`config.mk`:
```
export PLATFORM = sky130hd
export DESIGN_NAME = sensor_spi_seq
export DESIGN_NICKNAME = d
export VERILOG_FILES = /design/src/rtl/sensor_spi_pkg.sv /design/src/rtl/spi_byte_engine.sv /design/src/rtl/rdy_fall_latch.sv /design/src/rtl/sensor_spi_seq.sv
export SDC_FILE = /design/constraint.sdc
export NUM_CORES = 1
export LEC_CHECK = 0
export ABC_AREA = 1
export BUFFER_PORTS_ARGS = -buffer_cell sky130_fd_sc_hd__buf_2
export CORE_ASPECT_RATIO = 0.7
export CORE_UTILIZATION = 60
export CTS_BUF_LIST = sky130_fd_sc_hd__clkbuf_16
export DETAILED_ROUTE_END_ITERATION = 7
export PLACE_DENSITY = 0.8
export SYNTH_ARGS = -nofsm -noshare
export SYNTH_HDL_FRONTEND = slang
export SYNTH_SLANG_ARGS = --single-unit
```
`constraint.sdc`:
```
create_clock -name clk -period 2.15 [get_ports clk]
set_clock_uncertainty 0.05 [all_clocks]
set_input_delay 0.1075 -clock clk [delete_from_list [all_inputs] [get_ports clk]]
set_output_delay 0.1075 -clock clk [all_outputs]
set_load 0.05 [all_outputs]
```
`src/rtl/sensor_spi_pkg.sv`:
```
// Shared types and constants for the rate-sensor SPI sequencer.
// Assumes a single clock domain; the boot script is fixed at elaboration.
package sensor_spi_pkg;

    localparam int BOOT_LEN = 13;
    localparam int BOOT_IW  = 4;
    localparam logic [7:0] RD_CMD  = 8'h48;
    localparam logic [7:0] RD_FILL = 8'h00;

    typedef enum logic [1:0] {E_IDLE, E_LEAD, E_SHIFT, E_GAP} eng_state_e;
    typedef enum logic [1:0] {S_BOOT, S_WAIT, S_CMD, S_DATA} seq_state_e;

    // Configuration byte sent at position idx of the boot script.
    function automatic logic [7:0] boot_byte(input logic [BOOT_IW-1:0] idx);
        case (idx)
            4'd0:    boot_byte = 8'h01;
            4'd1:    boot_byte = 8'h38;
            4'd2:    boot_byte = 8'h03;
            4'd3:    boot_byte = 8'h28;
            4'd4:    boot_byte = 8'h0A;
            4'd5:    boot_byte = 8'h30;
            4'd6:    boot_byte = 8'h05;
            4'd7:    boot_byte = 8'h2A;
            4'd8:    boot_byte = 8'h0A;
            4'd9:    boot_byte = 8'h32;
            4'd10:   boot_byte = 8'h05;
            4'd11:   boot_byte = 8'h38;
            4'd12:   boot_byte = 8'h22;
            default: boot_byte = 8'h00;
        endcase
    endfunction

endpackage

```
`src/rtl/spi_byte_engine.sv`:
```
// Mode-3 SPI byte transfer: pulls chip select low, shifts eight bits MSB
// first, raises chip select and holds it high for GAP_CYC cycles before
// pulsing done. Assumes start arrives only while idle.
module spi_byte_engine
    import sensor_spi_pkg::*;
#(
    parameter int CLK_DIV = 8,
    parameter int GAP_CYC = 32
) (
    input  logic       clk,
    input  logic       rst_n,
    input  logic       start,
    input  logic [7:0] tx_byte,
    output logic       idle,
    output logic       done,
    output logic [7:0] rx_byte,
    output logic       sclk,
    output logic       mosi,
    output logic       cs_n,
    input  logic       miso
);
    localparam int CMAX = (CLK_DIV > GAP_CYC) ? CLK_DIV : GAP_CYC;
    localparam int CW   = $clog2(CMAX + 1) + 1;
    localparam int GW   = $clog2(GAP_CYC + 2) + 1;

    eng_state_e    st;
    logic [CW-1:0] cnt;
    logic [2:0]    bit_cnt;
    logic [7:0]    sreg;
    logic [7:0]    rx_q;

    assign idle    = (st == E_IDLE);
    assign rx_byte = rx_q;

    // Transfer state machine: lead-in, eight clock cycles, chip-select gap.
    always_ff @(posedge clk) begin
        if (!rst_n) begin
            st      <= E_IDLE;
            cnt     <= '0;
            bit_cnt <= '0;
            sreg    <= '0;
            rx_q    <= '0;
            sclk    <= 1'b1;
            cs_n    <= 1'b1;
            mosi    <= 1'b1;
            done    <= 1'b0;
        end else begin
            done <= 1'b0;
            case (st)
                E_IDLE: begin
                    if (start) begin
                        cs_n    <= 1'b0;
                        sreg    <= tx_byte;
                        bit_cnt <= '0;
                        cnt     <= CW'(CLK_DIV - 1);
                        st      <= E_LEAD;
                    end
                end
                E_LEAD: begin
                    if (cnt == '0) begin
                        sclk <= 1'b0;
                        mosi <= sreg[7];
                        sreg <= {sreg[6:0], 1'b0};
                        cnt  <= CW'(CLK_DIV - 1);
                        st   <= E_SHIFT;
                    end else begin
                        cnt <= cnt - 1'b1;
                    end
                end
                E_SHIFT: begin
                    if (cnt != '0) begin
                        cnt <= cnt - 1'b1;
                    end else if (!sclk) begin
                        sclk <= 1'b1;
                        rx_q <= {rx_q[6:0], miso};
                        cnt  <= CW'(CLK_DIV - 1);
                    end else if (bit_cnt == 3'd7) begin
                        cs_n <= 1'b1;
                        mosi <= 1'b1;
                        cnt  <= CW'(GAP_CYC - 1);
                        st   <= E_GAP;
                    end else begin
                        sclk    <= 1'b0;
                        mosi    <= sreg[7];
                        sreg    <= {sreg[6:0], 1'b0};
                        bit_cnt <= bit_cnt + 1'b1;
                        cnt     <= CW'(CLK_DIV - 1);
                    end
                end
                default: begin
                    if (cnt == '0) begin
                        done <= 1'b1;
                        st   <= E_IDLE;
                    end else begin
                        cnt <= cnt - 1'b1;
                    end
                end
            endcase
        end
    end

    // Checker state: previous sclk, falling edges per window, cs-high run length.
    logic          chk_sclk_d;
    logic [3:0]    chk_edges;
    logic [GW-1:0] chk_gap;
    always_ff @(posedge clk) begin
        if (!rst_n) begin
            chk_sclk_d <= 1'b1;
            chk_edges  <= '0;
            chk_gap    <= GW'(GAP_CYC);
        end else begin
            chk_sclk_d <= sclk;
            if (cs_n)
                chk_edges <= '0;
            else if (chk_sclk_d && !sclk)
                chk_edges <= chk_edges + 1'b1;
            if (!cs_n)
                chk_gap <= '0;
            else if (chk_gap < GW'(GAP_CYC))
                chk_gap <= chk_gap + 1'b1;
        end
    end

    p_sclk_idle_high_r1: assert property (@(posedge clk) disable iff (!rst_n)
        cs_n |-> sclk);
    p_eight_clocks_r2: assert property (@(posedge clk) disable iff (!rst_n)
        $rose(cs_n) |-> (chk_edges == 4'd8));
    p_cs_gap_r3: assert property (@(posedge clk) disable iff (!rst_n)
        $fell(cs_n) |-> (chk_gap >= GW'(GAP_CYC)));
    p_start_when_idle_r2: assert property (@(posedge clk) disable iff (!rst_n)
        start |-> (st == E_IDLE));

endmodule

```
`src/rtl/rdy_fall_latch.sv`:
```
// Synchronizes the active-low ready line with two flops and latches one
// falling edge as pending until the sequencer takes it. A fall seen while
// an edge is already pending is dropped.
module rdy_fall_latch (
    input  logic clk,
    input  logic rst_n,
    input  logic rdy_n,
    input  logic take,
    output logic pend
);
    logic [1:0] sync_q;
    logic       prev_q;
    logic       fall;

    assign fall = prev_q && !sync_q[1];

    // Two-flop synchronizer plus one delayed copy for edge detection.
    always_ff @(posedge clk) begin
        if (!rst_n) begin
            sync_q <= 2'b11;
            prev_q <= 1'b1;
        end else begin
            sync_q <= {sync_q[0], rdy_n};
            prev_q <= sync_q[1];
        end
    end

    // Pending flag: set by a fall, cleared when taken.
    always_ff @(posedge clk) begin
        if (!rst_n)
            pend <= 1'b0;
        else
            pend <= (pend && !take) || fall;
    end

    p_pend_held_r9: assert property (@(posedge clk) disable iff (!rst_n)
        (pend && !take) |=> pend);
    p_take_only_pending_r9: assert property (@(posedge clk) disable iff (!rst_n)
        take |-> pend);

endmodule

```
`src/rtl/sensor_spi_seq.sv`:
```
// Top of the rate-sensor sequencer: runs the boot script once after reset,
// then turns each ready fall into a command byte plus two or three data
// bytes and presents the assembled sample. Assumes miso changes only on
// sclk falling edges, as a mode-3 slave does.
module sensor_spi_seq
    import sensor_spi_pkg::*;
#(
    parameter int CLK_DIV     = 8,
    parameter int CS_GAP_SCLK = 2
) (
    input  logic        clk,
    input  logic        rst_n,
    input  logic        res16,
    output logic [23:0] sample,
    output logic        sample_valid,
    output logic        busy,
    output logic        sclk,
    output logic        mosi,
    input  logic        miso,
    output logic        cs_n,
    input  logic        rdy_n
);
    localparam int GAP_CYC = CS_GAP_SCLK * 2 * CLK_DIV;
    localparam logic [BOOT_IW-1:0] BOOT_LAST = BOOT_IW'(BOOT_LEN - 1);

    seq_state_e         st;
    logic [BOOT_IW-1:0] boot_idx;
    logic               inflight;
    logic               eng_start;
    logic [7:0]         eng_tx;
    logic               eng_idle;
    logic               eng_done;
    logic [7:0]         eng_rx;
    logic               mode16;
    logic [1:0]         data_idx;
    logic [15:0]        acc;
    logic               pend;
    logic               take;

    assign take = (st == S_WAIT) && pend;
    assign busy = (st != S_WAIT);

    rdy_fall_latch u_rdy (
        .clk   (clk),
        .rst_n (rst_n),
        .rdy_n (rdy_n),
        .take  (take),
        .pend  (pend)
    );

    spi_byte_engine #(
        .CLK_DIV (CLK_DIV),
        .GAP_CYC (GAP_CYC)
    ) u_eng (
        .clk     (clk),
        .rst_n   (rst_n),
        .start   (eng_start),
        .tx_byte (eng_tx),
        .idle    (eng_idle),
        .done    (eng_done),
        .rx_byte (eng_rx),
        .sclk    (sclk),
        .mosi    (mosi),
        .cs_n    (cs_n),
        .miso    (miso)
    );

    // Sequencer: boot bytes, then command and data bytes per ready fall.
    always_ff @(posedge clk) begin
        if (!rst_n) begin
            st           <= S_BOOT;
            boot_idx     <= '0;
            inflight     <= 1'b0;
            eng_start    <= 1'b0;
            eng_tx       <= '0;
            mode16       <= 1'b0;
            data_idx     <= '0;
            acc          <= '0;
            sample       <= '0;
            sample_valid <= 1'b0;
        end else begin
            eng_start    <= 1'b0;
            sample_valid <= 1'b0;
            case (st)
                S_BOOT: begin
                    if (!inflight) begin
                        eng_start <= 1'b1;
                        eng_tx    <= boot_byte(boot_idx);
                        inflight  <= 1'b1;
                    end else if (eng_done) begin
                        inflight <= 1'b0;
                        if (boot_idx == BOOT_LAST)
                            st <= S_WAIT;
                        else
                            boot_idx <= boot_idx + 1'b1;
                    end
                end
                S_WAIT: begin
                    if (pend) begin
                        mode16 <= res16;
                        st     <= S_CMD;
                    end
                end
                S_CMD: begin
                    if (!inflight) begin
                        eng_start <= 1'b1;
                        eng_tx    <= RD_CMD;
                        inflight  <= 1'b1;
                    end else if (eng_done) begin
                        inflight <= 1'b0;
                        data_idx <= '0;
                        st       <= S_DATA;
                    end
                end
                default: begin
                    if (!inflight) begin
                        eng_start <= 1'b1;
                        eng_tx    <= RD_FILL;
                        inflight  <= 1'b1;
                    end else if (eng_done) begin
                        inflight <= 1'b0;
                        acc      <= {acc[7:0], eng_rx};
                        if (data_idx == (mode16 ? 2'd1 : 2'd2)) begin
                            sample       <= mode16 ? {8'h00, acc[7:0], eng_rx}
                                                   : {acc, eng_rx};
                            sample_valid <= 1'b1;
                            st           <= S_WAIT;
                        end else begin
                            data_idx <= data_idx + 1'b1;
                        end
                    end
                end
            endcase
        end
    end

    p_valid_single_r10: assert property (@(posedge clk) disable iff (!rst_n)
        sample_valid |=> !sample_valid);
    p_valid_not_busy_r11: assert property (@(posedge clk) disable iff (!rst_n)
        sample_valid |-> !busy);
    p_start_while_busy_r11: assert property (@(posedge clk) disable iff (!rst_n)
        eng_start |-> busy);
    p_engine_quiet_waiting_r8: assert property (@(posedge clk) disable iff (!rst_n)
        (st == S_WAIT && !pend) |-> eng_idle);

endmodule

```
==> results of run 1 <==
## sequential cells by signal (all words and copies together) (netlist names), named ones only
| name | cells |
|---|---|
| u_rdy.sync_q | 2 |
| sample_valid | 1 |
| u_eng.st | 2 |
| u_eng.sclk | 1 |
| u_eng.mosi | 1 |
| u_eng.rx_byte | 8 |
| u_eng.cnt | 7 |
| acc | 16 |
| eng_start | 1 |
| inflight | 1 |
| u_eng.cs_n | 1 |
| mode16 | 1 |
| st | 2 |
| u_eng.done | 1 |
| u_eng.bit_cnt | 3 |
| u_rdy.prev_q | 1 |
| data_idx | 2 |
| eng_tx | 7 |
| u_eng.sreg | 8 |
| sample | 24 |
| u_rdy.pend | 1 |
| boot_idx | 4 |
## cell usage in the layout (no fill, tap or decap), drive strengths merged, types with 6 or more instances in the layout
cell type  instances
nand2            133
dfxtp            101
nor2              79
nand3             62
inv               62
a21oi             59
buf               41
o21ai             36
ha                17
nand4             10
clkbuf             9
nor3               6
## critical path: cells and delay by family (launching register included)
family	cells	cell delay (ns)
flops	1	0.39
buf+inv	2	0.16
fa+ha+maj	2	0.53
simple gates	8	0.80
## metal layers
metal	vias up	GRT usage, %	wire length, um
met4	0	8.49	63
met5	-	0	0
li1	2029	-	-
met1	1803	32.2	4500
met3	8	6.31	505
met2	90	40.7	4040
## final cells by class
type,instances,area (um^2)
fill,616,2260
clock buffer,9,225
clock inverter,7,36.3
tap,98,123
inverter,60,225
sequential,101,2020
multi-input combinational,419,2150
timing repair buffer,43,245
## worst paths after layout
check	from	end	slack, ns
worst max-delay path	boot_idx[0]$_SDFFE_PN0P_	flip-flop	0.18
worst min-delay path	res16	mode16$_SDFFE_PN0P_	0.05
worst max register to register	boot_idx[0]$_SDFFE_PN0P_	flip-flop	0.18
worst min register to register	u_rdy.sync_q[0]$_SDFF_PN1_	u_rdy.sync_q[1]$_SDFF_PN1_	0.36
## per-stage QoR
step | instances | setup slack, ns
global placement | 719 | 0.293
detailed placement | 719 | 0.200
finish | 737 | 0.185
floorplan | 603 | 0.303
CTS | 737 | 0.189
global route | 737 | 0.0198
## power by group through the flow
| stage | Sequential, uW | Combinational, uW | Clock (uW) |
|---|---|---|---|
| floorplan | 2310 | 1690 | 0 |
| CTS | 2220 | 2090 | 1460 |
| global placement | 2250 | 2010 | 0 |
| detailed placement | 2260 | 2070 | 0 |
| global route | 2250 | 2370 | 1530 |
| finish | 2220 | 2100 | 1440 |
## cell families after synthesis
logic type / after synthesis
and+or+nand+nor: 295
AOI/OAI and AO/OA: 105
DFF: 101
buffers and inverters: 83
adders and majority gates: 17
xor gates and xnor gates: 2
==> implementation parameters, run 1 <==
Parameter                              Value

Timing
  Max Freq    around 500 MHz
  Tightest slew margin relative to the limit    around two thirds
  Final setup viols    0
  Unrepaired setup endpoints after global routing    false
  Count of pins over their slew limit    0
  Share of the clock period used by the worst path    91.4%
  Setup TNS    0 ns
  Clock period minus final worst setup slack    just under 2 ns
  Transition time of the tightest slew-check pin    approximately 0.53 ns
  Count of final hold-check violations    0
  Final hold slack    approximately 0.048 ns

Logic synthesis
  Number of distinct library cells after synthesis    38
  Most frequently used flop master after synthesis    sky130_fd_sc_hd__dfxtp_1
  Post-synthesis share of cell area spent on full adders, half adders and majority gates    around 4.7%
  Most common cell in the synthesized netlist    sky130_fd_sc_hd__nand2_1
  Number of warning messages in the yosys log    0
  Commonest cells in the synthesized netlist    sky130_fd_sc_hd__nand2_1, sky130_fd_sc_hd__dfxtp_1, sky130_fd_sc_hd__nor2_1
  Netlist Area Pre-Place    4510 um^2
  Synthesized-area fraction occupied by ao, oa, aoi and oai cells    between 10% and 20%
  Xor and xnor area share after synthesis    less than 1%
  Number of synthesized flops with an enable pin    0
  Ranking of synthesized cells by area    sky130_fd_sc_hd__dfxtp_1, sky130_fd_sc_hd__nand2_1, sky130_fd_sc_hd__nand3_1, sky130_fd_sc_hd__a21oi_1, sky130_fd_sc_hd__nor2_1
  Async S/R FF share, synth    0%
  Area fraction in and, or, nand and nor cells after synthesis    between 30 and 40%
  Synth Net Count    between 600 and 700
  Mean cell area of the mapped netlist    approximately 7.5 um^2
  Part of the Yosys area used for sequential elements    roughly 45%
  Mapped Cells    between 600 and 700
  Fraction of synthesized area in multiplexers    0%
  Largest family of logic cells by synthesized area    simple AND/OR/NAND/NOR gates
  Share of the synthesized area in the top cell type    between 40% and 50%
  Number of storage elements in the synthesis netlist    around 100
  Library cell occupying the most area in the post-synthesis netlist    sky130_fd_sc_hd__dfxtp_1

Critical path
  Crit Path Max Fanout    5
  Startpoint-to-endpoint class of the critical path    reg2reg
  Most common cell type on the critical path    sky130_fd_sc_hd__nand2_1
  CP endpoint kind    flip-flop
  Critical Path Max Stage Delay    0.39 ns
  Required time of the critical path    2.39 ns
  Worst Setup Start Kind    flip-flop
  Worst path slowest cell    sky130_fd_sc_hd__dfxtp_1
  Arrival @ worst endpoint    between 2 and 2.5 ns
  Depth of the most critical reg-to-reg path    12
  Cell-by-cell listing of the critical path    inv_1 > ha_1 > nand3_2 > nand3_2 > nand2_1 > nand3_1 > ha_1 > inv_1 > nand4_1 > nand2_1 > nand2_1 > nand2_1

Final layout
  Post-layout utilization of the core    slightly below 70%
  Post-route design area    ~5000 um^2
  Antenna diode instance count    0
  Post-layout nets    ~660
  Fraction of final layout cells sized beyond drive strength 1    14.6%
  Area growth, synth to finish    11.5%

Floorplanning
  IO Pins    34
  Initial core utilization    61.8%
  Die Outline Area    between 7000 and 8000 um^2
  Width of the die    ~110 um
  Die H    approximately 75 um
  Core area    7290 um^2
  FP Rows    26

Flow run
  Number of max-capacitance violations reported    0

Routing
  Remaining antenna violation count after routing    0
  Vias per cell    5.33
  Vias after detailed routing    between 3,000 and 4,000
  Violation count after the first detailed-route iteration    272
  Routed wire length    slightly above 9000 um
  Detail-routed net length per standard cell    between 10 and 15 um
  Remaining DRCs    0
  Pre-Repair DR Iteration Count    5

CTS
  Number of H-tree levels    3
  # hold bufs at CTS    2
  Max Buffers Root-to-Sink    2
  Clock tree from TritonCTS    done
  Post-CTS setup buffers    0
  CTS Buf Count    9
  Clock transition at the registers of the reported paths    around 0.06 ns
  Number of cells upsized or downsized after cts    0
  Clock tree sinks    between 100 and 150
  Clock tree root driver cell    sky130_fd_sc_hd__clkbuf_16
  Insertion delay of the later-clocked pin in the worst-skew pair    between 0.3 and 0.4 ns

Pwr
  Internal power contribution    between 3000 and 4000 uW
  Switching power    approximately 2200 uW
  Proportion of power drawn by the clock network    25.0%
  Combinational share of power    a little over a third
  Power density normalized to cell area    between 1000 and 1500 nW/um^2
  Largest voltage drop on the vdd net    about 0.74 mV
  Total power of the final layout    roughly 5800 uW
  Static leakage    ~0.0022 uW
  Switching share of power    about two fifths
  Share of total power in sequential cells    between 30% and 40%

GRT
  Number of antenna violations at the first check in global routing    0
  Via count of the first global-routing pass    ~3,500
  Overall routing resource usage    roughly a quarter
  Largest net degree at the start of global routing    just over 40
  Overflow left after global routing    0
  Global-route wire length before repair    roughly 16,000 um

Placement
  Total cell area at the placement stage    roughly 4700 um^2
  Global placer's final weighted congestion    around 0.96
  Placed wire-length estimate    ~6400 um
  Port Buffers    33

Status
  Status    finished, final reports clean

Hold path
  Cells on Worst Hold Path    3
  Path category of the worst min-delay check    in2reg
Note: power is estimated with default switching activity, not from simulation.
==> run 2, diff against run 1 <==
--- a/config.mk
+++ b/config.mk
@@ -5,13 +5,12 @@
 export SDC_FILE = /design/constraint.sdc
 export NUM_CORES = 1
 export LEC_CHECK = 0
-export ABC_AREA = 1
 export BUFFER_PORTS_ARGS = -buffer_cell sky130_fd_sc_hd__buf_2
 export CORE_ASPECT_RATIO = 0.7
-export CORE_UTILIZATION = 60
+export CORE_UTILIZATION = 59
 export CTS_BUF_LIST = sky130_fd_sc_hd__clkbuf_16
 export DETAILED_ROUTE_END_ITERATION = 7
-export PLACE_DENSITY = 0.8
+export PLACE_DENSITY = 0.79
 export SYNTH_ARGS = -nofsm -noshare
 export SYNTH_HDL_FRONTEND = slang
 export SYNTH_SLANG_ARGS = --single-unit
==> run 2 against run 1 <==
Compared with the run above: combinational power rose by 6%; design area up 3.9%; register-to-register slack got worse by 0.13 ns; non-clock buffer count is 26 higher; worst hold slack better by 0.0097 ns; highest routed layer unchanged.
==> implementation parameters, run 2 <==
Parameter                              Value

Status
  Status    finished, final reports clean

Timing
  Count of pins over their slew limit    0
  Tightest slew margin relative to the limit    a little under three fifths
  Share of the clock period used by the worst path    between 90% and 100%
  Transition time of the tightest slew-check pin    approximately 0.66 ns
  Count of final hold-check violations    0
  Final setup viols    0
  Clock period minus final worst setup slack    about 2.1 ns
  Setup TNS    0 ns
  Max Freq    ~480 MHz

Routing
  Vias per cell    around 5.8
  Pre-Repair DR Iteration Count    5
  Violation count after the first detailed-route iteration    200
  Vias after detailed routing    3,885
  Remaining DRCs    0
  Remaining antenna violation count after routing    0
  Detail-routed net length per standard cell    about 16 um
  Routed wire length    about 10,000 um

Floorplanning
  IO Pins    34
  Die Outline Area    roughly 7800 um^2
  Initial core utilization    a little over three fifths
  Width of the die    105 um
  Die H    approximately 74 um
  Core area    6980 um^2
  FP Rows    25

Logic synthesis
  Synth Net Count    ~550
  Async S/R FF share, synth    0%
  Library cell occupying the most area in the post-synthesis netlist    sky130_fd_sc_hd__dfxtp_1
  Part of the Yosys area used for sequential elements    45.9%
  Number of distinct library cells after synthesis    slightly below 60
  Commonest cells in the synthesized netlist    sky130_fd_sc_hd__nand2_1, sky130_fd_sc_hd__dfxtp_1, sky130_fd_sc_hd__a21oi_1
  Ranking of synthesized cells by area    sky130_fd_sc_hd__dfxtp_1, sky130_fd_sc_hd__nand2_1, sky130_fd_sc_hd__a21oi_1, sky130_fd_sc_hd__ha_1, sky130_fd_sc_hd__mux2i_1
  Mean cell area of the mapped netlist    between 8 and 9 um^2
  Number of storage elements in the synthesis netlist    101
  Most frequently used flop master after synthesis    sky130_fd_sc_hd__dfxtp_1
  Netlist Area Pre-Place    about 4400 um^2
  Mapped Cells    about 530
  Number of warning messages in the yosys log    0
  Share of the synthesized area in the top cell type    approximately 46%
  Number of synthesized flops with an enable pin    0
  Most common cell in the synthesized netlist    sky130_fd_sc_hd__nand2_1

Final layout
  Fraction of final layout cells sized beyond drive strength 1    20.0%
  Top Registers    sample x24, acc x16
  Final cell count without fillers    674
  Area growth, synth to finish    18.5%
  Count of filler cells inserted in the layout    532
  Leading cell type in the layout, fill and taps excluded    sky130_fd_sc_hd__nand2_1
  Biggest register    sample
  Antenna diode instance count    0
  Number of flip-flops in the largest register    24
  Footprint of the multi-input gates    approximately 2200 um^2
  Post-layout utilization of the core    74.9%
  Sequential Area    2030 um^2
  Most frequent cells in the layout    sky130_fd_sc_hd__nand2_1, sky130_fd_sc_hd__dfxtp_1, sky130_fd_sc_hd__a21oi_1
  Post-layout nets    just under 600

Critical path
  Required time of the critical path    2.34 ns
  Worst Setup Start Kind    flip-flop
  Start point of the critical path    boot_idx[0]$_SDFFE_PN0P_
  CP endpoint kind    flip-flop
  Depth of the most critical reg-to-reg path    8
  Start of the worst register-to-register path    boot_idx[0]$_SDFFE_PN0P_
  Register-to-Register Setup Slack    0.05 ns
  Startpoint-to-endpoint class of the critical path    reg2reg
  Crit Path Max Fanout    5
  Arrival @ worst endpoint    2.28 ns

Hold path
  Path category of the worst min-delay check    in2reg
  Endpoint with the worst hold slack    u_rdy.sync_q[1]$_SDFF_PN1_
  Hold path startpoint    rst_n
  Cells on Worst Hold Path    2

Pwr
  Largest voltage drop on the vdd net    between 0.6 and 0.7 mV
  Internal power contribution    3940 uW
  Combinational share of power    between 30% and 40%
  Share of total power in sequential cells    36.5%
  Switching share of power    between 30% and 40%
  Proportion of power drawn by the clock network    a little over a quarter
  Power density normalized to cell area    around 1200 nW/um^2
  Switching power    ~2100 uW
  Static leakage    0.00202 uW

GRT
  Number of antenna violations at the first check in global routing    0
  Via count of the first global-routing pass    about 3,600
  Global-route wire length before repair    between 15,000 and 20,000 um
  Overflow left after global routing    0
  Overall routing resource usage    27.2%
  Largest net degree at the start of global routing    33

CTS
  Insertion delay of the later-clocked pin in the worst-skew pair    ~0.35 ns
  Clock tree root driver cell    sky130_fd_sc_hd__clkbuf_16
  Max Buffers Root-to-Sink    2
  Clock tree sinks    101
  Clock tree from TritonCTS    done
  Number of H-tree levels    3
  Clock transition at the registers of the reported paths    roughly 0.07 ns
  CTS Buf Count    9

Placement
  Placed instance count    648
  Global placer's final weighted congestion    approximately 0.94
  Port Buffers    33
  Placed wire-length estimate    6860 um

Flow run
  Number of max-capacitance violations reported    0
==> run 2: area by class of cell <==
type                    instances  area share, %
flip-flops and latches        101           38.9
repair buffers                 69           8.79
clock inverters                 7           1.44
well taps                      94           2.25
inverters                      20           1.49
multi-input cells             374           42.8
clock buffers                   9           4.31
==> run 2: power groups by stage <==
stage          registers, uW  clock network (uW)  logic [uW]
3_3_place_gp            2220                   0        1810
5_1_grt                 2230                1720        2420
2_1_floorplan           2290                   0        1360
3_5_place_dp            2230                   0        1850
4_1_cts                 2190                1640        1900
6_report                2210                1620        2230
==> run 2: kinds of logic after synthesis <==
logic type	synth area share, %
buf+inv	5.08
simple gates	22.8
fa+ha+maj	4.83
mux	2.53
compound gates	18.1
flops	45.9
xor+xnor	0.795
==> run 2: layer usage <==
layer	vias up	global-route usage (%)	part of all wire, %
met4	0	7.51	1.1
met3	10	7.19	5.1
met1	1841	35.5	47
met5	-	0	0
li1	1927	-	-
met2	107	45.2	47
==> run 2: worst max-delay path: stages (launching register included) <==
cell,delay [ns]
sky130_fd_sc_hd__dfxtp_1,0.33
sky130_fd_sc_hd__inv_1,0.07
sky130_fd_sc_hd__ha_2,0.19
sky130_fd_sc_hd__nand3_1,0.10
sky130_fd_sc_hd__nand4_1,0.24
sky130_fd_sc_hd__mux2_4,0.41
sky130_fd_sc_hd__ha_1,0.29
sky130_fd_sc_hd__inv_1,0.05
sky130_fd_sc_hd__a32o_1,0.25
==> run 2: worst max-delay path by stage <==
stage	end	slack [ns]	depth (start not counted)
finish	flip-flop	0.05	8
global route	st[0]$_SDFFE_PN0P_	-0.03	6
CTS	flip-flop	0.009	9
detailed placement	flip-flop	-0.05	9
global placement	u_eng.cnt[3]$_SDFFE_PN0P_	0.09	8
floorplan	flip-flop	0.07	8
==> run 2: repair_timing <==
item | in CTS | in global routing
endpoints found under the setup margin | 4 | 31
setup buffers | 2 | 5
hold endpoints to repair | 3 | 0
resized for setup | 4 | 26
hold buffers | 3 | 0
pin swaps | 1 | 5
==> run 2: through the flow <==
| step | power, uW | worst slack [ns] | hold slack (ns) | cell area, um^2 |
|---|---|---|---|---|
| after floorplan | 3650 | 0.0725 | 0.159 | 4410 |
| after global routing | 6370 | -0.0271 | 0.0800 | 5220 |
| final | 6070 | 0.0521 | 0.0575 | 5220 |
| after CTS | 5730 | 0.00924 | 0.0405 | 5090 |
| after global placement | 4040 | 0.0886 | 0.250 | 4740 |
| after detailed placement | 4080 | -0.0541 | 0.244 | 4740 |
